===== config.mk =====
export PLATFORM = sky130hd
export DESIGN_NAME = stack_master_arbiter
export DESIGN_NICKNAME = d
export VERILOG_FILES = /design/src/rtl/stack_master_arbiter.sv
export SDC_FILE = /design/constraint.sdc
export NUM_CORES = 1
export LEC_CHECK = 0
export BUFFER_PORTS_ARGS = -buffer_cell sky130_fd_sc_hd__buf_2
export CORE_UTILIZATION = 50
export CTS_BUF_LIST = sky130_fd_sc_hd__clkbuf_4 sky130_fd_sc_hd__clkbuf_8 sky130_fd_sc_hd__clkbuf_16
export CTS_CLUSTER_DIAMETER = 60
export CTS_CLUSTER_SIZE = 20
export DETAILED_ROUTE_END_ITERATION = 7
export GPL_TIMING_DRIVEN = 0
export MAX_ROUTING_LAYER = met4
export PLACE_DENSITY = 0.75
export SYNTH_ARGS = -nofsm -noshare
export SYNTH_HDL_FRONTEND = slang
export SYNTH_SLANG_ARGS = --single-unit

===== constraint.sdc =====
create_clock -name clk -period 7.8 [get_ports clk]
set_input_delay 0.78 -clock clk [delete_from_list [all_inputs] [get_ports clk]]
set_output_delay 0.78 -clock clk [all_outputs]
set_load 0.005 [all_outputs]

===== src/rtl/stack_master_arbiter.sv =====
module stack_master_arbiter #(
  parameter int MEMBERS = 9,
  parameter int PRIO_W  = 4,
  parameter int SWP_W   = 4,
  parameter int UP_W    = 32,
  parameter int MAC_W   = 48
) (
  input  logic                                     clk,
  input  logic                                     rst_n,
  input  logic                                     start,
  input  logic                                     master_lost,
  input  logic                                     merge_evt,
  input  logic                                     cand_valid,
  input  logic                                     cand_last,
  input  logic [((MEMBERS > 1) ? $clog2(MEMBERS) : 1)-1:0] cand_idx,
  input  logic [PRIO_W-1:0]                        cand_prio,
  input  logic                                     cand_cfg,
  input  logic [SWP_W-1:0]                         cand_swprio,
  input  logic [UP_W-1:0]                          cand_uptime,
  input  logic [MAC_W-1:0]                         cand_mac,
  output logic                                     master_valid,
  output logic [((MEMBERS > 1) ? $clog2(MEMBERS) : 1)-1:0] master_idx,
  output logic                                     backup_valid,
  output logic [((MEMBERS > 1) ? $clog2(MEMBERS) : 1)-1:0] backup_idx,
  output logic                                     no_master
);
  localparam int IDX_W = (MEMBERS > 1) ? $clog2(MEMBERS) : 1;
  localparam int KEY_W = PRIO_W + 1 + SWP_W + UP_W + MAC_W;

  // Ranking key: larger is better; MAC inverted so lowest address ranks highest.
  logic [KEY_W-1:0] cand_key;
  assign cand_key = {cand_prio, cand_cfg, cand_swprio, cand_uptime, ~cand_mac};

  logic             restart;
  logic             elig;
  assign restart = start | master_lost | merge_evt;
  assign elig    = cand_valid && (cand_prio != '0);

  logic             best_v, sec_v;
  logic [KEY_W-1:0] best_key, sec_key;
  logic [IDX_W-1:0] best_idx, sec_idx;

  logic             nb_v, ns_v;
  logic [KEY_W-1:0] nb_key, ns_key;
  logic [IDX_W-1:0] nb_idx, ns_idx;

  always_comb begin
    nb_v = best_v; nb_key = best_key; nb_idx = best_idx;
    ns_v = sec_v;  ns_key = sec_key;  ns_idx = sec_idx;
    if (elig && (!best_v || cand_key > best_key)) begin
      ns_v = best_v;  ns_key = best_key; ns_idx = best_idx;
      nb_v = 1'b1;    nb_key = cand_key; nb_idx = cand_idx;
    end else if (elig && (!sec_v || cand_key > sec_key)) begin
      ns_v = 1'b1;    ns_key = cand_key; ns_idx = cand_idx;
    end
  end

  always_ff @(posedge clk) begin
    if (!rst_n) begin
      best_v <= 1'b0; best_key <= '0; best_idx <= '0;
      sec_v  <= 1'b0; sec_key  <= '0; sec_idx  <= '0;
      master_valid <= 1'b0; master_idx <= '0;
      backup_valid <= 1'b0; backup_idx <= '0;
      no_master    <= 1'b0;
    end else if (restart) begin
      best_v <= 1'b0; sec_v <= 1'b0;
      master_valid <= 1'b0; backup_valid <= 1'b0; no_master <= 1'b0;
    end else if (cand_valid && cand_last) begin
      best_v <= 1'b0; sec_v <= 1'b0;
      master_valid <= nb_v; master_idx <= nb_idx;
      backup_valid <= ns_v; backup_idx <= ns_idx;
      no_master    <= !nb_v;
    end else if (cand_valid) begin
      best_v <= nb_v; best_key <= nb_key; best_idx <= nb_idx;
      sec_v  <= ns_v; sec_key  <= ns_key; sec_idx  <= ns_idx;
    end
  end

  a_r7_backup_needs_master: assert property (@(posedge clk) disable iff (!rst_n)
    backup_valid |-> master_valid);

  a_r9_no_master_excl: assert property (@(posedge clk) disable iff (!rst_n)
    no_master |-> (!master_valid && !backup_valid));

  a_r10_restart_clears: assert property (@(posedge clk) disable iff (!rst_n)
    restart |=> (!master_valid && !backup_valid && !no_master));

  a_r8_round_reports: assert property (@(posedge clk) disable iff (!rst_n)
    (cand_valid && cand_last && !restart) |=> (master_valid != no_master));

  a_r2_eligible_last_elects: assert property (@(posedge clk) disable iff (!rst_n)
    (cand_valid && cand_last && !restart && cand_prio != '0) |=> master_valid);

  a_r11_hold: assert property (@(posedge clk) disable iff (!rst_n)
    (!restart && !(cand_valid && cand_last)) |=>
      ($stable(master_valid) && $stable(master_idx) && $stable(backup_valid)
       && $stable(backup_idx) && $stable(no_master)));
endmodule


== Word level (Yosys, flattened, before mapping) ==
Cells that the tools add are included.
Word-level totals
  memories kept: 0
  memory bits (writable): 0
  latch bits: 0
  input bits: 100
  bits in registers: 199
  ROM bits: 0
Cells by class
  divide/modulo/power cells: 0
  reductions and logical operators: 17
  equality and inequality tests: 0
  $mul: 0
  bitwise gates (word level): 6
  add/sub/neg operators: 0
  shifts and indexed selects: 0
  muxes and demuxes: 8
  order comparisons: 2
Operator list (number)
  > comparator 89 bit: 2
  two-way mux 89 bit: 2
  inverter 48 bit: 1
  two-way mux 4 bit: 3
  AND reduction 4 bit: 2
  logical AND 1 bit: 4
  nonzero test 4 bit: 1
  logical NOT 1 bit: 3
  two-way mux 1 bit: 3
  inverter 1 bit: 3
  AND reduction 3 bit: 1
  OR reduction 3 bit: 1
  logical OR 1 bit: 2
  OR 1 bit: 2
  AND reduction 2 bit: 1
  nonzero test 2 bit: 1
  OR reduction 2 bit: 1

== Logic depth before layout (Yosys ltp) ==
  word-level depth: 6
  mapped depth: 13
  gate-level depth less buffers: 11

== Worst setup path after synthesis ==
Ideal clock, no wire load.
  kind: input port to flip-flop
  start: input port cand_uptime[3]
  end: register sec_key[29]
  cell stages on the path: 12
  arrival: 3185 ps
  slack: 4488 ps
  library setup time: 127 ps
  path through: ha_1 nand4_1 or4_4 a21oi_2 a211oi_1 or3_1 a21bo_1 a21oi_4 o21a_2 buf_6 buf_6 o22ai_2
On the way
  cells in the longest elaborated chain, start to end: 5
  elaborated cells on any way between the ends: 9
  those cells by class: order compare (2); mux (1); reduce/logical (6)
RTL lines
  start: declaration: line 19  | input logic [UP_W-1:0] cand_uptime,
  > comparator 89 bit, on equally long branches: line 50, 53
  logical OR 1 bit, on equally long branches: line 50, 53
  logical AND 1 bit, on equally long branches: line 50, 53
  nonzero test 2 bit (no line)
  AND reduction 4 bit (no line)
  end signal: assignment: line 75  | sec_v <= ns_v; sec_key <= ns_key; sec_idx <= ns_idx;
  end: declaration: line 40  | logic [KEY_W-1:0] best_key, sec_key;
Several ways; a longest one is shown, not always the timed one.
A chain may end at the register's enable or synchronous reset.

== Worst setup path after layout ==
  start: input port cand_swprio[0]
  end: register best_key[47]
On the way
  cells in the longest elaborated chain, start to end: 4
RTL lines
  start: declaration: line 18  | input logic [SWP_W-1:0] cand_swprio,
  > comparator 89 bit: line 50  | if (elig && (!best_v || cand_key > best_key)) begin
  logical OR 1 bit: line 50
  logical AND 1 bit: line 50
  AND reduction 4 bit (no line)
  end signal: assignment: line 74  | best_v <= nb_v; best_key <= nb_key; best_idx <= nb_idx;
  end: declaration: line 40
No other way between the ends.

==> impl_results.md <==
* Outcome: completed
* CTS sink cnt at 199
* CORE AREA at 25100 um2
* Sequential cell area at 3980 um2
* Number of global-route vias before repair at 11500
* Commonest cells in the netlist: nand2_1 (277), inv_1 (234), dfxtp_1 (199)
* Static leakage power at 6.16 nW
* Largest net degree at the start of global routing at 19
* Post-route antenna net violation count at 0
* CTS resizes at 0
* GRT Overall Usage at 27.9%
* Power density over cell area at 162 nW/um2
* Post-synthesis xor/xnor area fraction at 0%
* Final hold vios at 0
* Gpl congestion at 0.951
* DR iter-0 viols at 953
* Io pins at 111
* Slew at the pin with the worst max-slew slack at 0.851 ns
* Layout cell share with drive strength beyond 1 at 12.1%
* Setup TNS at 0 ns
* Worst R2R Setup Slack at 3.53 ns
* Largest family of logic cells by synthesized area: compound AO/OA/AOI/OAI gates
* Slew HR at 42.8%
* Yosys top cell area share at 31.2%
* Routed vias at 12000
* Synth area leaders: dfxtp_1 (31%), ha_1 (17%), nand2_1 (8.1%), inv_1 (6.9%), a21oi_1 (4.5%)
* Simple-gate share of the synthesized area at 15.6%
* Vias/cell at 5.76
* Layout area overhead at 12.1%
* Drt drc at 0
* H-tree levels at 4
* Ys Warns at 0
* Syn Inst Count at 1614
* Post-synthesis async set-or-reset flop share at 0%
* Fmax at 0.231 GHz
* Worst Setup End Kind: flip-flop
* Synth Area in Adders at 17.4%
* CTS max path bufs at 2
* GRT overflow at 0
* Synth Area in Compound Gates at 25.6%
* Area of the multi-input gates at 7520 um2
* Dpl cells at 2054
* Non-Filler Instances at 2089
* Net count, final at 2021
* Crit path time final at 4.33 ns
* Mapped Avg Cell Area at 7.91 um2
* Number of antenna violations at the first check in global routing at 2
* CTS Buf Count at 17
* Slowest-stage cell, CP: clkbuf_1
* Initial DRT Pass Iterations at 6
* Die Area at 26200 um2
* RSZ-0062 raised after global routing: false
* Dpl cell area at 13700 um2
* VDD IR max at 0.000143 V
* Max-cap viol count at 0
* Row cnt at 58
* Worst-Skew Late Latency at 0.45 ns
* Sequential share of the synthesized area at 31.2%
* CTS tree: done
* CTS root buffer: clkbuf_16
* Final WL at 35300 um
* Port Buffer Count at 110
* Post-synthesis cell area at 12800 um2
* Final instance area at 14300 um2
* Number of flops mapped to enable cells by yosys at 0
* Type of the worst setup path: primary input to flip-flop
* Cells along the critical path: buf_2 -> ha_1 -> nand4_1 -> nor4_1 -> nand4_1 -> nor3_1 -> o21ai_2 -> a21boi_1 -> clkbuf_1 -> clkbuf_1 -> nand2_1 -> o211a_1
* Netlist cell types at 58
* Post-synthesis mux area share at 0.157%
* #FFs+latches synth at 199
* Fill count at 2330
* Clock transition at path regs at 0.08 ns
* Post-DR wirelength/cell at 16.9 um
* Final Max Tran Viols at 0
* Die extent in x at 162 um
* Post-Syn Nets at 1892
* Worst EP required at 8.15 ns
* Hpwl dp at 26700 um
* Post-CTS Repair Setup Buffers at 0
* Primary FF master, synth: dfxtp_1
* Fin crit share at 55.5%
* DIE HEIGHT at 162 um
* Most common cell in the netlist: nand2_1
* Clock Skew at 0.0121 ns
* CP Max Fanout at 10
* Hold Buf Count CTS at 0
* Global-route wire length before repair at 56700 um
* Final setup fails at 0
* Starting Density at 50.9%
* Cell taking the most area after synthesis: dfxtp_1
* Kind of launch point of the worst setup path: primary input
* Hold Crit Class: flip-flop to flip-flop
* CP Data Arrival Time at 4.67 ns
* Crit path largest cell delay at 0.63 ns
report_power, final:
part / internal (mW) / total [mW] / switching (mW) / leakage [nW]
logic: 0.148 / 0.372 / 0.224 / 4.28
registers: 1.04 / 1.06 / 0.0169 / 1.61
clock network: 0.454 / 0.892 / 0.438 / 0.273
total: 1.64 / 2.32 / 0.679 / 6.16
cell families (layout without fill, tap and decap cells):
group | after synthesis | in the layout
buf+inv | 317 | 459
fa+ha+maj | 178 | 178
compound gates | 475 | 475
mux | 2 | 2
flops | 199 | 199
other cells | 0 | 3
simple gates | 443 | 443
layout by cell type, fill, tap and decap left out, types with 3 or more instances in the layout:
master and instances:
nand2_1 277, inv_1 234, dfxtp_1 199, ha_1 178
buf_2 139, a21oi_1 116, o21ai_0 88, o22ai_1 70
nand3_1 64, o211a_1 49, a21boi_0 46, clkbuf_1 42
nand4_1 36, o22ai_2 20, a21o_1 19, clkbuf_16 17
nor2_1 14, o21a_1 11, nor3_1 10, and3_1 9
a32o_1 9, and4_1 8, a211oi_1 8, o211ai_1 7
a221oi_1 5, buf_6 5, or3_1 4, nor4_1 4
buf_1 4, a31oi_1 4, clkinvlp_4 4, diode_2 3
a211o_1 3, nor2b_1 3, nand2b_1 3, a221o_1 3
buf_4 3, clkinv_4 3
critical path: cells and delay by family:
| kind | cells | cell delay (ns) |
|---|---|---|
| fa+ha+maj | 1 | 0.32 |
| compound gates | 3 | 0.77 |
| simple gates | 5 | 1.46 |
| buf+inv | 3 | 1.34 |
sequential cells by signal, summed over array words and instances, names as in the netlist:
signal        count
best_key         89
sec_key          89
backup_idx        4
best_idx          4
master_idx        4
sec_idx           4
backup_valid      1
best_v            1
master_valid      1
no_master         1
sec_v             1
metrics by stage:
stage	total power, mW	hold slack, ns	utilization, %	setup slack, ns
floorplan	1.32	0.436	-	4.49
global placement	1.43	0.442	54.7	3.11
detailed placement	1.45	0.446	54.7	3.07
CTS	2.33	0.456	57.0	3.54
global route	2.42	0.472	57.0	3.31
finish	2.32	0.456	57.1	3.47
routing by layer:
layer / wire length, um / vias up / track usage (%)
met2: 16700 / 399 / 46.0
met1: 15000 / 5639 / 33.5
met3: 2480 / 77 / 5.29
li1: - / 5908 / -
met4: 1140 / 0 / 11.4
met5: 0 / - / -
final cells by class:
| cell class | count | share of cell area [%] |
|---|---|---|
| Clock inverter | 14 | 1.03 |
| Timing Repair Buffer | 110 | 3.84 |
| Sequential cell | 199 | 27.8 |
| Clock buffer | 18 | 3.02 |
| Buffer | 83 | 2.77 |
| Inverter | 234 | 6.13 |
| Tap cell | 330 | 2.88 |
| Antenna cell | 3 | 0.0524 |
| Multi-Input combinational cell | 1098 | 52.5 |
final timing paths:
path,from,endpoint,cells after the start
min reg2reg,sec_key[69],sec_key[69],2
min,sec_key[69],sec_key[69],2
max reg2reg,best_key[80],best_key[47],12
max,cand_swprio[0],best_key[47],12
Power figures use the tool's default switching activity.
